===== src/rtl/wake_irq_pkg.sv =====
package wake_irq_pkg;
  localparam int TOP_BITS    = 64;
  localparam int MUX_BITS    = 128;
  localparam int GRP_W       = 8;
  localparam int NUM_DIRECT  = 15;
  localparam int BANKED_BASE = NUM_DIRECT + 1;
  localparam int TOP_WORDS   = TOP_BITS / 32;
  localparam int MUX_WORDS   = MUX_BITS / 32;

  localparam logic [7:0] ADDR_TRIG  = 8'h0c;
  localparam logic [7:0] ADDR_PEND  = 8'h10;
  localparam logic [7:0] ADDR_EN    = 8'h40;
  localparam logic [7:0] ADDR_MUXEN = 8'hc0;

  typedef enum logic [1:0] {
    TRIG_LVL_LO = 2'd0,
    TRIG_FALL   = 2'd1,
    TRIG_LVL_HI = 2'd2,
    TRIG_RISE   = 2'd3
  } trig_e;

  function automatic logic [MUX_BITS-1:0] mux_valid(bit ext);
    if (ext) return '1;
    return 128'h0000000f_ffffffff_fff80000_ffffffff;
  endfunction
endpackage


===== src/rtl/wake_irq_nmi_latch.sv =====
module wake_irq_nmi_latch
  import wake_irq_pkg::*;
(
  input  logic  clk_i,
  input  logic  rst_ni,
  input  logic  pin_i,
  input  trig_e trig_i,
  input  logic  clr_i,
  output logic  latch_o
);
  logic pin_q, latch_q, set;

  always_comb begin
    unique case (trig_i)
      TRIG_LVL_LO: set = ~pin_i;
      TRIG_FALL:   set = ~pin_i & pin_q;
      TRIG_LVL_HI: set = pin_i;
      default:     set = pin_i & ~pin_q;
    endcase
  end

  // set wins over a simultaneous clear
  always_ff @(posedge clk_i or negedge rst_ni) begin
    if (!rst_ni) begin
      pin_q   <= 1'b0;
      latch_q <= 1'b0;
    end else begin
      pin_q <= pin_i;
      if (set)        latch_q <= 1'b1;
      else if (clr_i) latch_q <= 1'b0;
    end
  end

  assign latch_o = latch_q;

  a_r3_latch_sticky: assert property (@(posedge clk_i) disable iff (!rst_ni)
    latch_q && !clr_i |=> latch_q);
  a_r4_fall_needs_clear: assert property (@(posedge clk_i) disable iff (!rst_ni)
    $fell(latch_q) |-> $past(clr_i));
endmodule


===== src/rtl/wake_irq_mux_fold.sv =====
module wake_irq_mux_fold
  import wake_irq_pkg::*;
#(
  parameter int NUM_GROUPS = 13,
  localparam int FOLD_BITS = NUM_GROUPS * GRP_W
) (
  input  logic [FOLD_BITS-1:0]  src_i,
  input  logic [FOLD_BITS-1:0]  en_i,
  output logic [NUM_GROUPS-1:0] grp_o
);
  for (genvar g = 0; g < NUM_GROUPS; g++) begin : g_grp
    assign grp_o[g] = |(src_i[g*GRP_W +: GRP_W] & en_i[g*GRP_W +: GRP_W]);
  end
endmodule


===== src/rtl/wake_irq_regs.sv =====
module wake_irq_regs
  import wake_irq_pkg::*;
#(
  parameter logic [MUX_BITS-1:0] VALID = '1
) (
  input  logic                clk_i,
  input  logic                rst_ni,
  input  logic [7:0]          addr_i,
  input  logic                we_i,
  input  logic [31:0]         wdata_i,
  input  logic [TOP_BITS-1:0] pend_i,
  output logic [31:0]         rdata_o,
  output logic [TOP_BITS-1:0] en_o,
  output logic [MUX_BITS-1:0] mux_en_o,
  output trig_e               trig_o,
  output logic                nmi_clr_o
);
  logic [TOP_BITS-1:0] en_q;
  logic [MUX_BITS-1:0] mux_en_q;
  trig_e               trig_q;

  always_ff @(posedge clk_i or negedge rst_ni) begin
    if (!rst_ni) begin
      en_q     <= '0;
      mux_en_q <= '0;
      trig_q   <= TRIG_LVL_HI;
    end else if (we_i) begin
      if (addr_i == ADDR_TRIG) trig_q <= trig_e'(wdata_i[1:0]);
      for (int i = 0; i < TOP_WORDS; i++)
        if (addr_i == ADDR_EN + 8'(4 * i)) en_q[i*32 +: 32] <= wdata_i;
      for (int i = 0; i < MUX_WORDS; i++)
        if (addr_i == ADDR_MUXEN + 8'(4 * i))
          mux_en_q[i*32 +: 32] <= wdata_i & VALID[i*32 +: 32];
    end
  end

  always_comb begin
    rdata_o = '0;
    if (addr_i == ADDR_TRIG) rdata_o = {30'd0, trig_q};
    for (int i = 0; i < TOP_WORDS; i++) begin
      if (addr_i == ADDR_PEND + 8'(4 * i)) rdata_o = pend_i[i*32 +: 32];
      if (addr_i == ADDR_EN + 8'(4 * i))   rdata_o = en_q[i*32 +: 32];
    end
    for (int i = 0; i < MUX_WORDS; i++)
      if (addr_i == ADDR_MUXEN + 8'(4 * i)) rdata_o = mux_en_q[i*32 +: 32];
  end

  assign nmi_clr_o = we_i && (addr_i == ADDR_PEND) && wdata_i[0];
  assign en_o      = en_q;
  assign mux_en_o  = mux_en_q;
  assign trig_o    = trig_q;

  a_r7_invalid_mux_clear: assert property (@(posedge clk_i) disable iff (!rst_ni)
    (mux_en_q & ~VALID) == '0);
endmodule


===== src/rtl/wake_irq_agg.sv =====
module wake_irq_agg
  import wake_irq_pkg::*;
#(
  parameter bit EXTENDED = 1'b0,
  localparam int NUM_BANKED = EXTENDED ? 5 : 3,
  localparam int NUM_GROUPS = EXTENDED ? 16 : 13
) (
  input  logic                  clk_i,
  input  logic                  rst_ni,
  input  logic [7:0]            reg_addr_i,
  input  logic                  reg_we_i,
  input  logic [31:0]           reg_wdata_i,
  output logic [31:0]           reg_rdata_o,
  input  logic                  nmi_pin_i,
  input  logic [NUM_DIRECT-1:0] direct_src_i,
  input  logic [NUM_BANKED-1:0] banked_src_i,
  input  logic [MUX_BITS-1:0]   mux_src_i,
  output logic                  nmi_o,
  output logic [NUM_DIRECT-1:0] direct_irq_o,
  output logic [MUX_BITS-1:0]   mux_irq_o,
  output logic                  wake_o
);
  localparam int MUX_BASE = BANKED_BASE + NUM_BANKED;
  localparam int FOLD_BITS = NUM_GROUPS * GRP_W;
  localparam logic [MUX_BITS-1:0] MUX_VALID = mux_valid(EXTENDED);

  logic [TOP_BITS-1:0]   en, pend_raw, pend;
  logic [MUX_BITS-1:0]   mux_en;
  logic [NUM_GROUPS-1:0] grp;
  trig_e                 trig;
  logic                  nmi_clr, latch, wake_q;

  wake_irq_regs #(.VALID(MUX_VALID)) u_regs (
    .clk_i, .rst_ni,
    .addr_i(reg_addr_i), .we_i(reg_we_i), .wdata_i(reg_wdata_i),
    .pend_i(pend), .rdata_o(reg_rdata_o),
    .en_o(en), .mux_en_o(mux_en), .trig_o(trig), .nmi_clr_o(nmi_clr)
  );

  wake_irq_nmi_latch u_nmi (
    .clk_i, .rst_ni, .pin_i(nmi_pin_i), .trig_i(trig),
    .clr_i(nmi_clr), .latch_o(latch)
  );

  wake_irq_mux_fold #(.NUM_GROUPS(NUM_GROUPS)) u_fold (
    .src_i(mux_src_i[FOLD_BITS-1:0]),
    .en_i(mux_en[FOLD_BITS-1:0]),
    .grp_o(grp)
  );

  always_comb begin
    pend_raw                            = '0;
    pend_raw[0]                         = latch;
    pend_raw[NUM_DIRECT:1]              = direct_src_i;
    pend_raw[BANKED_BASE +: NUM_BANKED] = banked_src_i;
    pend_raw[MUX_BASE +: NUM_GROUPS]    = grp;
  end
  assign pend = pend_raw & en;

  always_ff @(posedge clk_i or negedge rst_ni) begin
    if (!rst_ni) wake_q <= 1'b0;
    else         wake_q <= |pend;
  end

  assign wake_o       = wake_q;
  assign nmi_o        = latch;
  assign direct_irq_o = direct_src_i;
  assign mux_irq_o    = mux_src_i;

  a_r9_wake_rises: assert property (@(posedge clk_i) disable iff (!rst_ni)
    (|(pend_raw & en)) |=> wake_o);
  a_r9_wake_quiet: assert property (@(posedge clk_i) disable iff (!rst_ni)
    (en == '0) |=> !wake_o);
endmodule


===== config.mk =====
export PLATFORM = sky130hd
export DESIGN_NAME = wake_irq_agg
export DESIGN_NICKNAME = d
export VERILOG_FILES = /design/src/rtl/wake_irq_pkg.sv /design/src/rtl/wake_irq_nmi_latch.sv /design/src/rtl/wake_irq_mux_fold.sv /design/src/rtl/wake_irq_regs.sv /design/src/rtl/wake_irq_agg.sv
export SDC_FILE = /design/constraint.sdc
export NUM_CORES = 1
export LEC_CHECK = 0
export BUFFER_PORTS_ARGS = -buffer_cell sky130_fd_sc_hd__buf_2
export CORE_ASPECT_RATIO = 0.5
export CORE_MARGIN = 2
export CORE_UTILIZATION = 45
export CTS_CLUSTER_SIZE = 16
export DETAILED_ROUTE_END_ITERATION = 10
export PLACE_DENSITY = 0.76
export SLEW_MARGIN = 20
export SYNTH_ARGS = -nofsm -noshare
export SYNTH_HDL_FRONTEND = slang
export SYNTH_SLANG_ARGS = --single-unit

===== constraint.sdc =====
create_clock -name clk_i -period 5.65 [get_ports clk_i]
set_clock_uncertainty 0.15 [all_clocks]
set_input_delay 0.8475 -clock clk_i [delete_from_list [all_inputs] [get_ports clk_i]]
set_output_delay 0.8475 -clock clk_i [all_outputs]
set_load 0.01 [all_outputs]

==> results.txt <==
fin crit share - 79.5%
LEAKAGE - 0.00500 uW
number of core rows - 36
Synth Cell Area - 8870 um^2
CP Data Required Time - 4.65 ns
XOR/XNOR Fraction of Synth Area - 0.296%
vias in the first global route - 7,090
DR vias/cell - 5.99
relative slew slack - 26.4%
antenna fix cells - 0
routed via count - 7,335
FF-to-FF End - wake_o
gr busiest metal - met2
post-layout min period - 4.49 ns
Max VDD drop - 0.241 mV
final setup fails - 0
Inst Count DP - 1,192
DP Worst Slack - 1.26 ns
share of cells above drive strength 1 - 49.2%
postcts setup bufs - 0
final worst slack - 1.16 ns
Syn-to-layout area delta - 12.3%
crit path max fanout - 22
Worst-Skew Late Latency - 0.43 ns
most common cell in the netlist - mux2_2
Post-synth EDFFs - 0
Reg2Reg Depth - 5
initial antenna violation count - 0
combinational power share - 12.0%
mux cell area share after synthesis - 19.9%
Bufs on Longest Clock Path - 2
met1 Use GR - 32.0%
Worst Setup End Kind - output pin
final net count - 1,135
adder-cell share of the synthesized area - 0%
port bufs - 272
die height - 103 um
PwrDens - 265 nW/um^2
Final Cell Area - 9960 um^2
synth warn - 0
Achievable Freq - 223 MHz
HPWL after DPL - 20.7 mm
TritonCTS Buffers - 17
CTS sink count - 150
Clk pwr share - 43.6%
Top Ports - 367
Yosys reg bits - 150
CP startpoint kind - input port
CTS tree - built
Antenna Violating Nets Remaining - 0
DRC - 0
post-synthesis average cell area - 10.7 um^2
data arrival time of the critical path - 3.49 ns
reg2reg start - u_regs.mux_en_o[64]
first-pass GRT wire length - 40.5 mm
Core Area - 19,400 um^2
Die X-Extent - 203 um
simple-gate portion of the synthesized area - 6.73%
sequential area share after synthesis - 42.3%
Sequential Power Share - 44.5%
Finished Layout Cells - 1,224
setup TNS - 0 ns
Post-DP Area - 9370 um^2
all-layer global routing usage - 25.6%
Net Sw Power - 670 uW
Worst Tran Pin Value - 1.10 ns
grt met3 use - 5.83%
largest net degree at the start of global routing - 63
Mapped Cells - 827
Total Wirelength - 27.8 mm
Synth Area in Compound Gates - 16.2%
Synth top area share - 42.0%
class of the worst hold path - in2async
max_cap viols - 0
H-tree depth - 4
Avg WL per Cell - 22.7 um
RSZ-0062 raised after global routing - false
R2R Setup Slk - 3.58 ns
hold_buf cts - 0
Congestion Overflow GR - 0
total internal power - 1970 uW
met2 Resource Use GR - 44.2%
critical path class - in2out
Synth Flop Type - dfrtp_1
cell taking the most area after synthesis - dfrtp_1
largest family of logic cells by synthesized area - multiplexers
Synth async-reset ratio - 100%
Die Area - 20,900 um^2
final hold violations - 0
routability cong. - 0.911
Iter 0 DRT Violations - 651
Slew Limit Fails - 0
initial core utilization - 45.7%
status - finished, final reports clean
Switching Fraction - 25.4%
synth top area cells - dfrtp_1 42%, mux2_2 19%, buf_4 12%
clock slew at reported path FFs - 0.07 ns
Clock Root Buffer - clkbuf_16
syn_nets - 1,017
post-synthesis cell type count - 53
most instantiated cells after synthesis - 152 x mux2_2, 149 x dfrtp_1, 144 x buf_4
Post-CTS Resized - 0
drt pass-1 iters - 5
critical path: stages:
cell and delay [ns]:
buf_2 0.27, nor4_2 0.66, nand3_1 0.79, o21ai_0 0.44, nor2_1 0.07, a211o_1 0.26
buf_2 0.14
power by group through the flow:
stage | Clock [uW] | Sequential [uW] | Combinational [uW]
after floorplan | 0 | 1180 | 218
after global placement | 0 | 1190 | 307
after detailed placement | 0 | 1190 | 315
after CTS | 1150 | 1170 | 317
after global routing | 1200 | 1180 | 343
final | 1150 | 1170 | 315
state kept, by name (all words and copies together), names as in the netlist:
register         count
u_regs.mux_en_o     81
u_nmi.latch_o        1
u_nmi.pin_q          1
wake_o               1
u_regs.trig_o        2
u_regs.en_o         64
cell usage in the layout (no fill, tap or decap), types with 4 or more instances in the layout:
cell | Yosys | routed
buf_2 | 17 | 271
nor2b_1 | 4 | 4
o21ai_0 | 34 | 34
clkbuf_1 | 18 | 6
mux2_1 | 4 | 4
a21oi_1 | 65 | 65
clkbuf_16 | 0 | 17
o31a_1 | 5 | 5
a211o_1 | 10 | 10
mux2_2 | 152 | 152
nand2_1 | 31 | 31
a211oi_1 | 7 | 7
nand4_1 | 12 | 12
a22oi_1 | 56 | 56
dfrtp_1 | 149 | 149
inv_1 | 4 | 4
buf_4 | 144 | 10
nand3_1 | 12 | 11
a21o_1 | 6 | 6
and3_1 | 6 | 6
nor2_1 | 28 | 28
o211ai_1 | 11 | 11
kinds of logic (layout without fill, tap and decap cells):
group / count (synthesis) / after routing
multiplexers: 157 / 157
buffers and inverters: 187 / 318
AND/OR/NAND/NOR: 112 / 112
flip-flops: 150 / 150
XOR/XNOR: 3 / 3
AO/OA/AOI/OAI: 218 / 218
routing by layer:
layer	routed length, um	part of all wire (%)
met5	0	0
met4	953	3.4
met3	2410	8.7
met2	13700	49
met1	10800	39
worst max-delay path by stage:
| stage | from | slack, ns | to |
|---|---|---|---|
| floorplan | reg_addr_i[3] | 2.15 | reg_rdata_o[30] |
| global placement | reg_addr_i[2] | 1.27 | reg_rdata_o[14] |
| detailed placement | reg_addr_i[2] | 1.26 | reg_rdata_o[14] |
| CTS | reg_addr_i[2] | 1.23 | reg_rdata_o[14] |
| global route | reg_addr_i[2] | 1.02 | reg_rdata_o[14] |
| finish | reg_addr_i[2] | 1.16 | reg_rdata_o[14] |
cell type report:
class	count	area, um^2
multi-input cells	490	3830
inverters	4	15.0
clock inverters	8	128
repair buffers	282	1440
fillers	1739	9450
clock buffers	24	462
well taps	266	333
flip-flops and latches	150	3750
per-stage QoR:
| stage | utilization [%] | hold WS [ns] | total power (uW) |
|---|---|---|---|
| 6_report | 51.3 | 0.166 | 2640 |
| 5_1_grt | 51.3 | 0.191 | 2720 |
| 4_1_cts | 51.3 | 0.184 | 2640 |
| 3_5_place_dp | 48.3 | 0.344 | 1500 |
| 3_3_place_gp | 48.3 | 0.337 | 1500 |
| 2_1_floorplan | - | 0.324 | 1390 |
No activity file was read; power rests on OpenSTA's default activity.
